[src/rtl/trk_brake_pkg.sv]
package trk_brake_pkg;

    // Zero-cross squarer states: level plus a pending-flip variant
    typedef enum logic [1:0] {
        ZC_NEG      = 2'd0,
        ZC_NEG_PEND = 2'd1,
        ZC_POS      = 2'd2,
        ZC_POS_PEND = 2'd3
    } zc_state_e;

    // Drive gate states
    typedef enum logic [1:0] {
        GATE_BYPASS = 2'd0,
        GATE_ARMED  = 2'd1,
        GATE_FWD    = 2'd2,
        GATE_REV    = 2'd3
    } gate_state_e;

endpackage

[src/rtl/tbg_mirr_sync.sv]
module tbg_mirr_sync #(
    parameter int SYNC_STAGES = 2
) (
    input  logic clk,
    input  logic rst_n,
    input  logic async_in,
    output logic sync_out
);
    localparam int TOP = SYNC_STAGES - 1;

    logic [TOP:0] chain_q;

    generate
        if (SYNC_STAGES == 1) begin : g_single
            always_ff @(posedge clk or negedge rst_n) begin
                if (!rst_n) chain_q <= '0;
                else        chain_q <= async_in;
            end
        end else begin : g_multi
            always_ff @(posedge clk or negedge rst_n) begin
                if (!rst_n) chain_q <= '0;
                else        chain_q <= {chain_q[TOP-1:0], async_in};
            end
        end
    endgenerate

    assign sync_out = chain_q[TOP];
endmodule

[src/rtl/tbg_zc_squarer.sv]
module tbg_zc_squarer
    import trk_brake_pkg::*;
#(
    parameter int HYST_LEN = 2
) (
    input  logic clk,
    input  logic rst_n,
    input  logic tec_pos,
    output logic zc_rise,
    output logic zc_fall
);
    localparam int CW = (HYST_LEN < 2) ? 1 : $clog2(HYST_LEN);
    localparam logic [CW-1:0] LIM = CW'(HYST_LEN - 1);
    localparam logic [CW-1:0] ONE = CW'(1);

    zc_state_e     zc_q, zc_n;
    logic [CW-1:0] cnt_q, cnt_n;

    // State register
    always_ff @(posedge clk or negedge rst_n) begin
        if (!rst_n) begin
            zc_q  <= ZC_NEG;
            cnt_q <= '0;
        end else begin
            zc_q  <= zc_n;
            cnt_q <= cnt_n;
        end
    end

    // Next-state logic with hysteresis count
    always_comb begin
        zc_n  = zc_q;
        cnt_n = cnt_q;
        unique case (zc_q)
            ZC_NEG: begin
                if (tec_pos) begin
                    if (HYST_LEN < 2) begin
                        zc_n  = ZC_POS;
                        cnt_n = '0;
                    end else begin
                        zc_n  = ZC_NEG_PEND;
                        cnt_n = ONE;
                    end
                end
            end
            ZC_NEG_PEND: begin
                if (!tec_pos) begin
                    zc_n  = ZC_NEG;
                    cnt_n = '0;
                end else if (cnt_q == LIM) begin
                    zc_n  = ZC_POS;
                    cnt_n = '0;
                end else begin
                    cnt_n = cnt_q + ONE;
                end
            end
            ZC_POS: begin
                if (!tec_pos) begin
                    if (HYST_LEN < 2) begin
                        zc_n  = ZC_NEG;
                        cnt_n = '0;
                    end else begin
                        zc_n  = ZC_POS_PEND;
                        cnt_n = ONE;
                    end
                end
            end
            ZC_POS_PEND: begin
                if (tec_pos) begin
                    zc_n  = ZC_POS;
                    cnt_n = '0;
                end else if (cnt_q == LIM) begin
                    zc_n  = ZC_NEG;
                    cnt_n = '0;
                end else begin
                    cnt_n = cnt_q + ONE;
                end
            end
            default: begin
                zc_n  = ZC_NEG;
                cnt_n = '0;
            end
        endcase
    end

    // Registered edge pulses
    always_ff @(posedge clk or negedge rst_n) begin
        if (!rst_n) begin
            zc_rise <= 1'b0;
            zc_fall <= 1'b0;
        end else begin
            zc_rise <= (zc_n == ZC_POS) &&
                       ((zc_q == ZC_NEG) || (zc_q == ZC_NEG_PEND));
            zc_fall <= (zc_n == ZC_NEG) &&
                       ((zc_q == ZC_POS) || (zc_q == ZC_POS_PEND));
        end
    end
endmodule

[src/rtl/tbg_dir_latch.sv]
module tbg_dir_latch (
    input  logic clk,
    input  logic rst_n,
    input  logic zc_rise,
    input  logic zc_fall,
    input  logic mirr_s,
    output logic dir_q,
    output logic dir_upd
);
    // Switching pulse: mirror captured at each zero-cross edge,
    // interpreted against the edge polarity.
    always_ff @(posedge clk or negedge rst_n) begin
        if (!rst_n) begin
            dir_q   <= 1'b0;
            dir_upd <= 1'b0;
        end else begin
            dir_upd <= zc_rise | zc_fall;
            if (zc_rise)      dir_q <= mirr_s;
            else if (zc_fall) dir_q <= ~mirr_s;
        end
    end
endmodule

[src/rtl/trk_brake_gate.sv]
module trk_brake_gate
    import trk_brake_pkg::*;
#(
    parameter int DW          = 16,
    parameter int HYST_LEN    = 2,
    parameter int SYNC_STAGES = 2
) (
    input  logic                 clk,
    input  logic                 rst_n,
    input  logic                 tec_pos,
    input  logic                 mirr_in,
    input  logic signed [DW-1:0] eq_drive,
    input  logic                 brake_en,
    output logic signed [DW-1:0] drv_out,
    output logic                 dir_fwd
);
    localparam logic signed [DW-1:0] ZERO = '0;

    logic        mirr_s;
    logic        zc_rise, zc_fall;
    logic        dir_upd;
    gate_state_e gate_q, gate_n;

    tbg_mirr_sync #(.SYNC_STAGES(SYNC_STAGES)) u_sync (
        .clk      (clk),
        .rst_n    (rst_n),
        .async_in (mirr_in),
        .sync_out (mirr_s)
    );

    tbg_zc_squarer #(.HYST_LEN(HYST_LEN)) u_zc (
        .clk     (clk),
        .rst_n   (rst_n),
        .tec_pos (tec_pos),
        .zc_rise (zc_rise),
        .zc_fall (zc_fall)
    );

    tbg_dir_latch u_dir (
        .clk     (clk),
        .rst_n   (rst_n),
        .zc_rise (zc_rise),
        .zc_fall (zc_fall),
        .mirr_s  (mirr_s),
        .dir_q   (dir_fwd),
        .dir_upd (dir_upd)
    );

    // State register
    always_ff @(posedge clk or negedge rst_n) begin
        if (!rst_n) gate_q <= GATE_BYPASS;
        else        gate_q <= gate_n;
    end

    // Next-state logic
    always_comb begin
        gate_n = gate_q;
        if (!brake_en) begin
            gate_n = GATE_BYPASS;
        end else begin
            unique case (gate_q)
                GATE_BYPASS: gate_n = GATE_ARMED;
                GATE_ARMED:  if (dir_upd) gate_n = dir_fwd ? GATE_FWD : GATE_REV;
                GATE_FWD:    if (!dir_fwd) gate_n = GATE_REV;
                GATE_REV:    if (dir_fwd)  gate_n = GATE_FWD;
                default:     gate_n = GATE_BYPASS;
            endcase
        end
    end

    // Output logic: pass, block, or pass one polarity only
    always_comb begin
        drv_out = ZERO;
        unique case (gate_q)
            GATE_BYPASS: drv_out = eq_drive;
            GATE_ARMED:  drv_out = ZERO;
            GATE_FWD:    drv_out = (eq_drive < ZERO) ? eq_drive : ZERO;
            GATE_REV:    drv_out = (eq_drive > ZERO) ? eq_drive : ZERO;
            default:     drv_out = ZERO;
        endcase
    end
endmodule

[config.mk]
export PLATFORM = sky130hd
export DESIGN_NAME = trk_brake_gate
export DESIGN_NICKNAME = d
export VERILOG_FILES = /design/src/rtl/trk_brake_pkg.sv /design/src/rtl/tbg_mirr_sync.sv /design/src/rtl/tbg_zc_squarer.sv /design/src/rtl/tbg_dir_latch.sv /design/src/rtl/trk_brake_gate.sv
export SDC_FILE = /design/constraint.sdc
export NUM_CORES = 1
export LEC_CHECK = 0
export BUFFER_PORTS_ARGS = -buffer_cell sky130_fd_sc_hd__buf_2
export CORE_MARGIN = 8
export CORE_UTILIZATION = 38
export DETAILED_ROUTE_END_ITERATION = 16
export PLACE_DENSITY_LB_ADDON = 0.2
export SYNTH_ARGS = -nofsm -noshare
export SYNTH_HDL_FRONTEND = slang
export SYNTH_SLANG_ARGS = --single-unit
export TNS_END_PERCENT = 20
[constraint.sdc]
create_clock -name clk -period 0.9 [get_ports clk]
set_input_delay 0.09 -clock clk [delete_from_list [all_inputs] [get_ports clk]]
set_output_delay 0.09 -clock clk [all_outputs]
set_load 0.05 [all_outputs]
Word-level counts from Yosys, hierarchy flattened. Cells that the tools add are included.

Bits in registers: 11. Bits of input ports: 21. Output and inout bits: 17. Word-level logic and storage cells: 59.

$add $sub $neg: 1. Order comparisons: 2. Eq/ne operators: 12. Mux-type cells: 24. Bitwise logic cells: 2. Reduce and logical (&&, ||, !) cells: 10.

Operator list (number): 16-bit case mux with 4 select lines (1); 16-bit two-way mux (2); 2-bit two-way mux (10); 16-bit by 1-bit > comparator with 1-bit output (second input constant) (1); 16-bit by 1-bit less-than comparator with 1-bit output (second input constant) (1); 2-bit case mux with 4 select lines (2); 2-bit equality test (second input constant) (5); 1-bit two-way mux (8); 2-bit logical NOT (3); 3-bit by 2-bit inequality test with 1-bit output (second input constant) (2); 2-bit by 1-bit equality test with 1-bit output (second input constant) (2); 2-bit inequality test (second input constant) (2); 1-bit case mux with 4 select lines (1); 3-bit inequality test (second input constant) (1); 3-bit AND reduction (1); 1-bit logical AND (2); 1-bit logical OR (2); 2-bit AND reduction (1); 2-bit nonzero test (1); 1-bit adder (second input constant) (1); 1-bit inverter (1); 1-bit OR (1).

Depth between registers and ports, before layout. Gate-level depths: netlist (run 1).

Depth after elaboration: 5. Depth in mapped cells: 5. Gate-level depth less buffers: 3.

Modules after synthesis. From an unflattened synthesis (run 1), not the netlist that was laid out.

Cell total of the unflattened synthesis: 75. Area total of the unflattened synthesis: 691.9 um2.

Modules (own cells, without submodules): trk_brake_gate (instances 1, cells each 54, area an instance 374.1 um2, sequential area each 50.0 um2); tbg_zc_squarer (instances 1, cells each 12, area an instance 185.2 um2, sequential area each 125.1 um2); tbg_dir_latch (instances 1, cells each 7, area an instance 82.6 um2, sequential area each 50.0 um2); tbg_mirr_sync (instances 1, cells each 2, area an instance 50.0 um2, sequential area each 50.0 um2).

Worst setup path after synthesis (run 1). Ideal clock, no wire load.

Path type: register -> output. Start: register gate_q[1]. End: output port drv_out[0]. Arrival: 1.393 ns. Required time: 0.810 ns. Setup slack: -0.583 ns. Cell stages (with the launch flop): 5. Path buffers: 2. Cell sequence: dfrtp_1 nand2b_4 buf_6 buf_6 o21ai_1.

Word-level cells in the longest chain between the ends: 2. Elaborated cells between the ends (all ways): 5. Those cells by class: eq/ne: 3; mux: 1; reduce/logical: 1.

RTL lines: start, declared (line trk_brake_gate.sv:22) `gate_state_e gate_q, gate_n;`; start signal, assigned (line trk_brake_gate.sv:52) `else gate_q <= gate_n;`; 2-bit equality test, or another cell as far along (line trk_brake_gate.sv:74) `unique case (gate_q)`; 16-bit case mux with 4 select lines (*) (line trk_brake_gate.sv:74); end, declared (line trk_brake_gate.sv:14) `output logic signed [DW-1:0] drv_out,`.

Mark *: on every way between the ends. The rest lies on a longest branch, timed or not.

Worst setup path in the final report (run 1).
Start: register gate_q[1]. End: output port drv_out[3].

The elaborated chain is that of the path after synthesis.

==> metrics.yaml, run 1 <==
synthesis:
  synthCells: 75
  yosysWarningCount: 0
  synth.distinct_cells: 20
  synth_top_family_by_area: "simple AND/OR/NAND/NOR gates"
  yosysSeqAreaShare: 0.407
  synth_fp_nets: 96
  synth-edff-count: 0
  synth_adder_area_share: 0
  ys.flop_type: "dfrtp_1"
  synth.cell_area_um2: 677
  synth-compound-area-share: 0.129
  synthXorXnorAreaFrac: 0.0370
  async_flop_share: 1.00
  synth_simple_gate_area_frac: 0.314
  synthMuxAreaShare: 0.0314
  avgSynthCellArea_um2: 9.03
  synth_seq_cells: 11
grt:
  track_usage: 0.109
  overflow: 0
  busiest_layer: "met2"
  grt_pass1_wl_um: 2950
  grt_max_degree: 27
  grt_pass1_vias: 675
  antenna_found_initial: 0
  grt_use_met3: 0.0530
  met2_usage: 0.196
  use_met1: 0.112
timing:
  rsz0062_at_grt: "yes"
  fin_crit_sh: 1.63
  skew_ns: 0.00826
  relSlewSlack: 0.840
  worstMarginPinSlew_ns: 0.239
  setup_viol: 20
  fmax_mhz: 683
  hold_viol_final: 0
  period_minus_slack_ns: 1.46
  final.setup.worst_slack_ns: -0.564
  final_max_slew_viol_count: 0
route:
  ant_nets: 0
  vias: 686
  remaining_drc_errors: 0
  via_per_inst: 4.64
  wl_um: 1910
  drt_first_iter_violations: 11
  post_drt_wl_per_cell_um: 12.9
  firstDrtPassIters: 4
worst_hold_path:
  hold_class: "in2reg"
  holdPathEnd: "gate_q[0]"
  min_path_cells: 2
  min_from: "brake_en"
power_and_ir_drop:
  power_uw: 2750
  total_leakage_power_uw: 0.000600
  p_per_area_nw_per_um2: 2080
  ir_drop_mv: 1.95
run:
  max_cap_violations: 0
worst_setup_path:
  cp-start-kind: "flop"
  ff2ff_setup_slack_ns: -0.12
  timing.rr.start: "gate_q[0]"
  critPathKind: "reg2out"
  r2r_cells: 4
  crit_fanout: 10
  crit_required_ns: 0.81
  crit_arrival_ns: 1.37
  worstSetupEndpointType: "output port"
  reg2reg_to: "gate_q[0]"
cells_and_area:
  antennaDiodeCount: 0
  final_core_util: 0.773
  syn2layout_area_growth_pct: 95.0
  nets: 145
  final_common_cell: "buf_2"
  layout_common_cells: "buf_2 (20), buf_6 (18), nand2_1 (14)"
  layout-drive-gt1-share: 0.610
floorplanning:
  io_pins: 38
  die_area_um2: 3390
  rows: 15
  initial_core_util: 0.396
  die_height_um: 58.2
  core_area_um2: 1710
  die_x_um: 58.2
clock_network:
  numCtsBuffers: 3
  insertion_delay_ns: 0.26
  htree_levels: 1
  post_cts_buffers: 0
  cts_sinks: 11
  clock-root-buffer: "clkbuf_4"
  cts_tree: "yes"
  cts_buffer_depth: 2
  clk_pin_slew_ns: 0.07
outcome:
  violations: "negative setup slack"
  status: "complete, but fails checks"
place:
  dp_hpwl_um: 1410
  port_buffers: 37
  gp_congestion: 0.693
[cells by family (layout without fill, tap and decap cells)]
family	after synthesis	after routing
flops	11	11
simple gates	36	36
mux	2	2
xor+xnor	2	2
compound gates	17	17
buf+inv	7	55
[where the power goes]
group | internal (µW) | total, µW | leakage [µW] | switching, µW
registers | 639 | 772 | 0.000137 | 133
logic | 752 | 1650 | 0.000448 | 901
clock network | 171 | 323 | 0.0000150 | 152
total | 1560 | 2750 | 0.000600 | 1190
[worst max-delay path, cell delays in order (launching register included)]
cell and delay (ns):
dfrtp_1 0.41, nand2b_4 0.12, clkbuf_16 0.18, nand3b_1 0.13, o21ai_4 0.09, buf_6 0.17
[layer usage]
layer	up-vias	routed length (µm)
met5	-	0
met4	0	0
met3	0	133
met2	22	1060
met1	315	719
li1	349	-
[flip-flops by register name (all words and copies together), names as in the netlist]
name / flops
u_zc.zc_q: 2
gate_q: 2
u_sync.chain_q: 2
u_dir.dir_upd: 1
u_zc.zc_fall: 1
u_zc.cnt_q: 1
u_zc.zc_rise: 1
u_dir.dir_q: 1
[cell usage after synthesis, types with 2 or more instances]
library cell | number | share of area
buf_2 | 2 | 0.015
nand2_1 | 15 | 0.083
a21oi_1 | 2 | 0.015
o21ai_0 | 2 | 0.015
buf_6 | 3 | 0.050
nor3b_1 | 2 | 0.022
o21ai_1 | 12 | 0.089
dfrtp_1 | 11 | 0.41
nor2b_1 | 2 | 0.018
and2_1 | 3 | 0.028
nand3b_1 | 12 | 0.13
[metrics by stage]
step	instances	setup TNS (ns)	hold slack (ns)	instance area [µm²]	setup slack, ns
finish	148	-8.52	0.0427	1320	-0.564
global route	148	-9.74	0.0348	1320	-0.627
CTS	147	-8.80	0.0356	1250	-0.548
detailed placement	141	-5.65	-0.0314	1090	-0.354
global placement	141	-5.25	-0.0381	1090	-0.323
floorplan	75	-3.39	-0.206	841	-0.210
[cell type report]
type | count | area, µm²
Inverter | 1 | 3.75
Timing Repair Buffer | 50 | 463
Clock buffer | 4 | 26.3
Fill cell | 108 | 388
Sequential cell | 11 | 275
Tap cell | 25 | 31.3
Multi-Input combinational cell | 57 | 520
[how the worst max path moves through the flow]
| stage | slack, ns | start | cells past startpoint | end |
|---|---|---|---|---|
| after floorplan | -0.21 | gate_q[1] | 4 | drv_out[0] |
| after global placement | -0.32 | gate_q[1] | 5 | drv_out[5] |
| after detailed placement | -0.35 | gate_q[1] | 5 | drv_out[10] |
| after CTS | -0.55 | gate_q[1] | 5 | drv_out[14] |
| after global routing | -0.63 | gate_q[1] | 5 | drv_out[3] |
| final | -0.56 | gate_q[1] | 5 | drv_out[3] |
[what timing repair did]
action | in CTS | in global routing
hold buffers | 2 | 0
pin swaps | 1 | 9
endpoints found under the hold margin | 12 | 0
setup endpoints to repair | 20 | 23
cloned | 0 | 1
resized for setup | 37 | 9
Power figures use the tool's default switching activity.
==> run 2, diff against run 1 <==
Settings changed: RECOVER_POWER set to 100.
==> run 2 against run 1 <==
Against the previous run: the flow still finishes with violations (negative setup slack); combinational power is essentially flat; register-to-register slack barely moved; clock skew barely moved; die area unchanged; sequential power is 2% lower; critical path type unchanged.
==> metrics.yaml, run 2 (synthesis results as in run 1) <==
outcome:
  status: "complete, but fails checks"
  violations: "negative setup slack"
route:
  ant_nets: 0
  drt_first_iter_violations: 13
  post_drt_wl_per_cell_um: 12.8
  vias: 692
  wl_um: 1900
  via_per_inst: 4.68
  remaining_drc_errors: 0
  firstDrtPassIters: 4
worst_setup_path:
  crit_required_ns: 0.81
  ff2ff_setup_slack_ns: -0.12
  critPathKind: "reg2out"
  crit_arrival_ns: 1.38
  r2r_cells: 4
  cp-start-kind: "flop"
  critPathLaunch: "gate_q[1]"
  crit_fanout: 10
  max_stage_delay_ns: 0.41
  worstPathCellList: "nand2b_4, clkbuf_16, nand3b_1, o21ai_4, buf_6"
  reg2reg_to: "gate_q[1]"
  cpMaxStageDelayCell: "dfrtp_1"
  worstSetupEndpointType: "output port"
  timing.rr.start: "gate_q[0]"
power_and_ir_drop:
  p_per_area_nw_per_um2: 2070
  p_seq_frac: 0.280
  intPower_uw: 1540
  clkPwrFrac: 0.120
  ir_drop_mv: 1.93
  total_leakage_power_uw: 0.000591
  p_sw_uw: 1170
  power_uw: 2710
  combPwrFrac: 0.601
  switching_share: 0.431
clock_network:
  cts_buffer_depth: 2
  clk_pin_slew_ns: 0.07
  insertion_delay_ns: 0.26
  cts_tree: "yes"
  htree_levels: 1
  cts_sinks: 11
  post_cts_buffers: 0
  clock-root-buffer: "clkbuf_4"
  numCtsBuffers: 3
cells_and_area:
  antennaDiodeCount: 0
  layout_common_cells: "buf_2 (19), buf_6 (18), nand2_1 (15)"
  fin_area_um2: 1310
  layout-drive-gt1-share: 0.585
  final_common_cell: "buf_2"
  syn2layout_area_growth_pct: 93.3
  reg_top3: "gate_q (2), u_sync.chain_q (2), u_zc.zc_q (2)"
  nets: 145
grt:
  grt_pass1_wl_um: 2950
  track_usage: 0.109
  grt_pass1_vias: 675
  grt_max_degree: 27
  antenna_found_initial: 0
  overflow: 0
worst_hold_path:
  min_path_cells: 2
  min_from: "brake_en"
  holdPathEnd: "gate_q[0]"
  hold_class: "in2reg"
floorplanning:
  rows: 15
  initial_core_util: 0.396
  core_area_um2: 1710
  die_x_um: 58.2
  die_area_um2: 3390
  die_height_um: 58.2
  io_pins: 38
timing:
  rsz0062_at_grt: "yes"
  worstMarginPinSlew_ns: 0.564
  fin_crit_sh: 1.63
  final_max_slew_viol_count: 0
  fmax_mhz: 682
  relSlewSlack: 0.624
  hold_viol_final: 0
  skew_ns: 0.00848
  setup_tns_ns: -8.56
  period_minus_slack_ns: 1.47
  setup_viol: 20
  final.setup.worst_slack_ns: -0.566
place:
  port_buffers: 37
  dp_hpwl_um: 1410
  gp_congestion: 0.693
  placed_area_um2: 1090
run:
  max_cap_violations: 0
==> run 2: cell types whose count changed in the layout (fill, tap and decap cells not counted) <==
| cell | delta |
|---|---|
| nand2_2 | -1 |
| xnor2_2 | -1 |
| clkbuf_1 | +1 |
| nand2_1 | +1 |
| xnor2_1 | +1 |
| buf_2 | -1 |
==> run 2: what timing repair did <==
action / in CTS / in global routing
pin swaps: 1 / 9
cloned: 0 / 1
resized for setup: 37 / 9
setup endpoints to repair: 20 / 23
hold buffers: 2 / 0
hold endpoints to repair: 12 / 0
==> run 2: power by group through the flow <==
stage               logic [µW]  clock network, µW  registers (µW)
global route              1730                361             778
detailed placement        1360                  0             754
CTS                       1570                333             758
finish                    1630                324             758
global placement          1330                  0             742
floorplan                  964                  0             813
==> run 2: critical path: cells and delay by family, from the launching register on <==
family / cells / cell delay (ns)
flip-flops: 1 / 0.41
buffers and inverters: 2 / 0.35
AND/OR/NAND/NOR: 2 / 0.25
AO/OA/AOI/OAI: 1 / 0.09
==> run 2: how the worst max path moves through the flow <==
stage,end,slack (ns),cells after the start
6_report,drv_out[3],-0.57,5
5_1_grt,drv_out[3],-0.63,5
4_1_cts,drv_out[14],-0.55,5
3_5_place_dp,drv_out[10],-0.35,5
3_3_place_gp,drv_out[5],-0.32,5
2_1_floorplan,drv_out[0],-0.21,4
==> run 2: area by class of cell <==
| type | instances | area (µm²) |
|---|---|---|
| Clock buffer | 4 | 26.3 |
| Tap cell | 25 | 31.3 |
| Sequential cell | 11 | 275 |
| Multi-Input combinational cell | 57 | 510 |
| Inverter | 1 | 3.75 |
| Timing Repair Buffer | 50 | 462 |
| Fill cell | 111 | 399 |
==> run 2: per-stage QoR <==
step	setup WS (ns)	cells	hold slack, ns	utilization
floorplan	-0.210	75	-0.206	-
global placement	-0.323	141	-0.0381	0.640
detailed placement	-0.354	141	-0.0314	0.640
CTS	-0.548	147	0.0356	0.735
global route	-0.627	148	0.0348	0.766
finish	-0.566	148	0.0412	0.766
==> run 2: routing by layer <==
layer | routed length [µm] | track usage | share of wire
met3 | 139 | 0.0530 | 0.073
met2 | 1070 | 0.196 | 0.56
met4 | 0 | 0.0210 | 0
met5 | 0 | 0 | 0
met1 | 693 | 0.112 | 0.37
